===== src/rtl/tsc_pkg.sv =====
package tsc_pkg;

  localparam int WORD_W = 24;
  localparam int PAY_W  = 20;
  localparam int CH_W   = 2;

  typedef enum logic [1:0] {
    EV_HIT   = 2'b00,
    EV_EPOCH = 2'b01,
    EV_SYNC  = 2'b10
  } ev_kind_e;

  typedef struct packed {
    ev_kind_e          kind;
    logic [CH_W-1:0]   chan;
    logic [PAY_W-1:0]  payload;
  } ev_word_t;

  // assemble an event word from its fields
  function automatic logic [WORD_W-1:0] make_word(ev_kind_e k, logic [CH_W-1:0] c,
                                                  logic [PAY_W-1:0] p);
    ev_word_t w;
    w.kind    = k;
    w.chan    = c;
    w.payload = p;
    return w;
  endfunction

  // one wrap more in the epoch count
  function automatic logic [PAY_W-1:0] epoch_step(logic [PAY_W-1:0] e);
    return e + PAY_W'(1);
  endfunction

endpackage


===== src/rtl/tsc_sync_edge.sv =====
module tsc_sync_edge #(
  parameter int STAGES = 2
) (
  input  logic clk,
  input  logic rst_n,
  input  logic async_in,
  output logic rise_pulse
);
  // sh[0..STAGES-1] form the synchronizer chain, sh[STAGES] is the previous synced value
  logic [STAGES:0] sh;

  always_ff @(posedge clk or negedge rst_n) begin
    if (!rst_n) sh <= '0;
    else        sh <= {sh[STAGES-1:0], async_in};
  end

  assign rise_pulse = sh[STAGES-1] & ~sh[STAGES];

endmodule


===== src/rtl/tsc_timebase.sv =====
module tsc_timebase #(
  parameter int CNT_W = 20,
  parameter int EP_W  = 20
) (
  input  logic             clk,
  input  logic             rst_n,
  input  logic             realign,
  output logic [CNT_W-1:0] ts_now,
  output logic [EP_W-1:0]  epoch_num,
  output logic             epoch_due
);
  import tsc_pkg::*;

  localparam logic [CNT_W-1:0] TS_LAST = '1;

  logic at_last;
  assign at_last = (ts_now == TS_LAST);

  always_ff @(posedge clk or negedge rst_n) begin
    if (!rst_n) begin
      ts_now    <= '0;
      epoch_num <= '0;
      epoch_due <= 1'b0;
    end else if (realign) begin
      ts_now    <= '0;
      epoch_num <= '0;
      epoch_due <= 1'b0;
    end else if (at_last) begin
      ts_now    <= '0;
      epoch_num <= EP_W'(epoch_step(PAY_W'(epoch_num)));
      epoch_due <= 1'b1;
    end else begin
      ts_now    <= ts_now + CNT_W'(1);
      epoch_due <= 1'b0;
    end
  end

endmodule


===== src/rtl/tsc_event_fifo.sv =====
module tsc_event_fifo #(
  parameter int W     = 24,
  parameter int DEPTH = 16,
  parameter int SLOTS = 6
) (
  input  logic             clk,
  input  logic             rst_n,
  input  logic [SLOTS-1:0] push_vld,
  input  logic [W-1:0]     push_data [SLOTS],
  output logic [SLOTS-1:0] push_take,
  output logic             pop_vld,
  output logic [W-1:0]     pop_data,
  input  logic             pop_rdy
);
  localparam int AW = $clog2(DEPTH);
  localparam logic [AW:0] DEPTH_V = (AW+1)'(DEPTH);

  logic [W-1:0]  mem [DEPTH];
  logic [AW-1:0] wr_ptr, rd_ptr;
  logic [AW:0]   fill, free_n, taken;
  logic [AW-1:0] wr_idx [SLOTS];
  logic          pop_fire;

  assign free_n   = DEPTH_V - fill;
  assign pop_vld  = (fill != '0);
  assign pop_data = mem[rd_ptr];
  assign pop_fire = pop_vld & pop_rdy;

  // rank each request among the valid ones; keep those that still fit
  always_comb begin
    logic [AW:0] seen;
    seen  = '0;
    taken = '0;
    for (int i = 0; i < SLOTS; i++) begin
      wr_idx[i]    = wr_ptr + seen[AW-1:0];
      push_take[i] = push_vld[i] && (seen < free_n);
      taken        = taken + (AW+1)'(push_take[i]);
      seen         = seen + (AW+1)'(push_vld[i]);
    end
  end

  always_ff @(posedge clk) begin
    for (int i = 0; i < SLOTS; i++) begin
      if (push_take[i]) mem[wr_idx[i]] <= push_data[i];
    end
  end

  always_ff @(posedge clk or negedge rst_n) begin
    if (!rst_n) begin
      wr_ptr <= '0;
      rd_ptr <= '0;
      fill   <= '0;
    end else begin
      wr_ptr <= wr_ptr + taken[AW-1:0];
      rd_ptr <= rd_ptr + AW'(pop_fire);
      fill   <= fill + taken - (AW+1)'(pop_fire);
    end
  end

endmodule


===== src/rtl/evt_timestamper.sv =====
module evt_timestamper
  import tsc_pkg::*;
#(
  parameter int NCH         = 4,
  parameter int CNT_W       = 20,
  parameter int FIFO_DEPTH  = 16,
  parameter int SYNC_STAGES = 2
) (
  input  logic              clk,
  input  logic              rst_n,
  input  logic              sync_in,
  input  logic [NCH-1:0]    hit_in,
  output logic [WORD_W-1:0] out_data,
  output logic              out_valid,
  input  logic              out_ready,
  output logic              ovf_flag
);
  localparam int SLOTS     = NCH + 2;
  localparam int EPOCH_SLOT = 0;
  localparam int SYNC_SLOT = NCH + 1;

  // named internal events, also observed by the checker
  logic              sync_pulse;
  logic              epoch_due;
  logic [CNT_W-1:0]  ts_now;
  logic [PAY_W-1:0]  epoch_num;
  logic [SLOTS-1:0]  slot_vld;
  logic [SLOTS-1:0]  slot_accept;
  logic [WORD_W-1:0] slot_word [SLOTS];
  logic              drop_now;

  tsc_sync_edge #(.STAGES(SYNC_STAGES)) u_sync (
    .clk        (clk),
    .rst_n      (rst_n),
    .async_in   (sync_in),
    .rise_pulse (sync_pulse)
  );

  tsc_timebase #(.CNT_W(CNT_W), .EP_W(PAY_W)) u_tb (
    .clk       (clk),
    .rst_n     (rst_n),
    .realign   (sync_pulse),
    .ts_now    (ts_now),
    .epoch_num (epoch_num),
    .epoch_due (epoch_due)
  );

  // slot order fixes the stream order: epoch, hits by channel, sync
  assign slot_vld[EPOCH_SLOT]  = epoch_due;
  assign slot_word[EPOCH_SLOT] = make_word(EV_EPOCH, '0, epoch_num);

  for (genvar g = 0; g < NCH; g++) begin : g_hit
    assign slot_vld[g+1]  = hit_in[g];
    assign slot_word[g+1] = make_word(EV_HIT, CH_W'(g), PAY_W'(ts_now));
  end

  assign slot_vld[SYNC_SLOT]  = sync_pulse;
  assign slot_word[SYNC_SLOT] = make_word(EV_SYNC, '0, PAY_W'(ts_now));

  tsc_event_fifo #(.W(WORD_W), .DEPTH(FIFO_DEPTH), .SLOTS(SLOTS)) u_fifo (
    .clk       (clk),
    .rst_n     (rst_n),
    .push_vld  (slot_vld),
    .push_data (slot_word),
    .push_take (slot_accept),
    .pop_vld   (out_valid),
    .pop_data  (out_data),
    .pop_rdy   (out_ready)
  );

  assign drop_now = |(slot_vld & ~slot_accept);

  always_ff @(posedge clk or negedge rst_n) begin
    if (!rst_n)        ovf_flag <= 1'b0;
    else if (drop_now) ovf_flag <= 1'b1;
  end

endmodule


===== config.mk =====
export PLATFORM = sky130hd
export DESIGN_NAME = evt_timestamper
export DESIGN_NICKNAME = d
export VERILOG_FILES = /design/src/rtl/tsc_pkg.sv /design/src/rtl/tsc_sync_edge.sv /design/src/rtl/tsc_timebase.sv /design/src/rtl/tsc_event_fifo.sv /design/src/rtl/evt_timestamper.sv
export SDC_FILE = /design/constraint.sdc
export NUM_CORES = 1
export LEC_CHECK = 0
export BUFFER_PORTS_ARGS = -buffer_cell sky130_fd_sc_hd__buf_2
export CAP_MARGIN = 20
export CELL_PAD_IN_SITES_DETAIL_PLACEMENT = 1
export CELL_PAD_IN_SITES_GLOBAL_PLACEMENT = 1
export CORE_MARGIN = 2
export CORE_UTILIZATION = 30
export DETAILED_ROUTE_END_ITERATION = 7
export PLACE_DENSITY = 0.58
export SLEW_MARGIN = 0
export SYNTH_ARGS = -nofsm -noshare
export SYNTH_HDL_FRONTEND = slang
export SYNTH_SLANG_ARGS = --single-unit

===== constraint.sdc =====
create_clock -name clk -period 5.78 [get_ports clk]
set_input_delay 0.578 -clock clk [delete_from_list [all_inputs] [get_ports clk]]
set_output_delay 0.578 -clock clk [all_outputs]
set_load 0.02 [all_outputs]

==> flow_summary.toml <==
[timing]
holdWs_ns = 0.07537
fmax_mhz = 183.4
clock_skew_ns = 0.02982
slew_violations = 0
setup_violations = 0
hold_viol_final = 0
post-route-min-period_ns = 5.453
max-slew-margin-rel_pct = 19.56
worst_pin_slew_ns = 1.198
rsz0062_at_grt = "false"
finalCritPeriodShare_pct = 94.34

[place]
place.gp.congestion = 0.8431
port_buffers = 33
dp_hpwl_mm = 59.76
place_inst = 3230

[worst_setup_path]
required_ns = 6.31
crit_top_cell = "fa_1"
path_max_fanout = 3
path_buf_inv = 1
arrival_ns = 5.98
cpPeakStageDelay_ns = 0.62
crit_chain = "fa_1 > ha_1 > fa_1 > ha_1 > a2111oi_4 > o21ai_0 > fa_1 > fa_1 > fa_1 > ha_1 > inv_1 > fa_1 > a21o_1 > a21oi_1 > xnor2_1"
path_class = "flop to flop"
crit_family = "adder cells"
cp_slowest_cell = "fa_1"
start_kind = "flop"
end_kind = "flop"

[layout]
fill_cells = 9246
seq_area_um2 = 12350
final_nets = 2206
drive_gt1_share_pct = 19.77
final_util_pct = 34.30
n_antenna_cell = 0
area_delta_synth_final_pct = 13.39
multi_input_area_um2 = 12430
instances_no_fill = 3329

[clock_tree]
numCtsBuffers = 53
clock-sinks = 442
cts_setup_buffers = 0
cts_hold_buf = 0
tritoncts = "yes"
cts_root_buffer = "clkbuf_16"
clkTransAtPathRegs_ns = 0.06
clk_latency_ns = 0.63
htreeDepth = 2
ctsResizeCount = 0
clock_path_buffers = 3

[synthesis]
synth_commonest_cells = "nand2_1 (357), mux2i_1 (327), edfxtp_1 (320)"
synth_top_area_share_pct = 37.31
netlist_instances = 2146
ys_seq_area_share_pct = 47.92
yosysMostFrequentCell = "nand2_1"
async_flop_share_pct = 13.12
synth_area_leaders = "edfxtp_1 (37%), mux2i_1 (13%), mux4_2 (10%), dfrtp_1 (5.6%), nand2_1 (5.2%)"
synth_edf_count = 320
synth_area_um2 = 25760
syn_avg_cell_area_um2 = 12.00
syn_nets = 2211
ys_warn_count = 0
synth_seq_cells = 442
synth_flop_cell = "edfxtp_1"
yosysTopAreaCell = "edfxtp_1"
yosysUniqueCellTypes = 91

[floorplan]
num_io_pins = 34
coreArea_um2 = 85150
die_h_um = 297.0
num_rows = 107
start_util_pct = 30.25
dieArea_um2 = 88210
dieWidth_um = 297.0

[worst_hold_path]
worstHoldPathType = "input port to flop"

[global_route]
grt_pass1_vias = 19200
antenna_found_initial = 2
grt-ovfl-total = 0
grtUsageTotal_pct = 20.34
grt_max_degree = 59
grt_first_pass_wirelength_mm = 133.3

[status]
status = "completed"

[power_and_ir_drop]
power_density_nw_per_um2 = 640.2
power_uw = 18700
p_leak_uw = 0.01046
peakVddDrop_v = 0.0005208

[routing]
num_vias = 18060
first_iter_violations = 1341
drtAntennaViolNets = 0
drt_first_pass_iters = 5
vias_per_cell = 5.426
drc = 0
routedWlPerCell_um = 27.24
routed_wl_mm = 90.67

[flow_run]
cap_violations = 0
==> stage by stage <==
stage          setup WS (ns)  setup TNS (ns)  cell area [um2]
2_1_floorplan        0.07648               0            25760
3_3_place_gp         0.09747               0            27440
3_5_place_dp        -0.01901        -0.01901            27490
4_1_cts               0.3145               0            29200
5_1_grt              0.09644               0            29200
6_report              0.3274               0            29200
==> cell families after synthesis <==
| family | Yosys count | synth area share, % |
|---|---|---|
| flops | 442 | 47.92 |
| buf+inv | 255 | 4.785 |
| compound gates | 210 | 5.883 |
| simple gates | 676 | 12.96 |
| fa+ha+maj | 57 | 3.090 |
| xor+xnor | 58 | 2.118 |
| mux | 448 | 23.25 |
==> final cells by class <==
| cell class | instances | share of cell area (%) |
|---|---|---|
| well taps | 1144 | 4.901 |
| repair buffers | 129 | 3.513 |
| flip-flops and latches | 442 | 42.29 |
| clock inverters | 5 | 0.2956 |
| multi-input cells | 1449 | 42.55 |
| clock buffers | 94 | 5.587 |
| inverters | 66 | 0.8569 |
==> flip-flops by register name, indices dropped and copies added, names as in the netlist <==
| signal | flops |
|---|---|
| u_tb.epoch_due | 1 |
| u_fifo.wr_ptr | 4 |
| u_sync.sh | 3 |
| u_fifo.fill | 5 |
| u_fifo.mem | 384 |
| u_fifo.rd_ptr | 4 |
| u_tb.epoch_num | 20 |
| u_tb.ts_now | 20 |
| ovf_flag | 1 |
==> path summary, 6_finish.rpt <==
check,from,end,slack (ns),depth (start not counted)
worst max-delay path,u_tb.epoch_due,u_fifo.fill[4],0.33,15
worst min-delay path,sync_in,u_sync.sh[0],0.08,1
worst max register to register,u_tb.epoch_due,u_fifo.fill[4],0.33,15
worst min register to register,u_sync.sh[0],u_sync.sh[1],0.35,0
max in group asynchronous,rst_n,u_fifo.rd_ptr[0],5.05,2
min in group asynchronous,rst_n,u_sync.sh[0],0.12,2
==> cells in the final DEF, fill, tap and decap left out, drive strengths merged, types with 24 or more instances in the layout <==
cell type,n
nor4,26
mux4,120
nand2,357
inv,57
edfxtp,320
nand3,29
a21oi,48
nor3,28
o21ai,27
buf,129
xnor2,38
dfxtp,64
a211oi,24
ha,46
dfrtp,58
mux2i,327
nand2b,24
clkbuf,94
nor2,108
==> report_power, final <==
part | switching [uW] | leakage, uW | internal (uW)
logic | 5950 | 0.00533 | 3640
clock network | 1400 | 0.000831 | 1950
registers | 739 | 0.00429 | 5030
total | 8080 | 0.0105 | 10600
==> routing by layer <==
metal	wire length, um	track usage, %	vias up
li1	-	-	7881
met1	39650	26.97	9557
met2	44070	34.52	464
met3	3693	2.103	160
met4	3265	7.239	0
met5	0	0	-
Power figures use the tool's default switching activity.
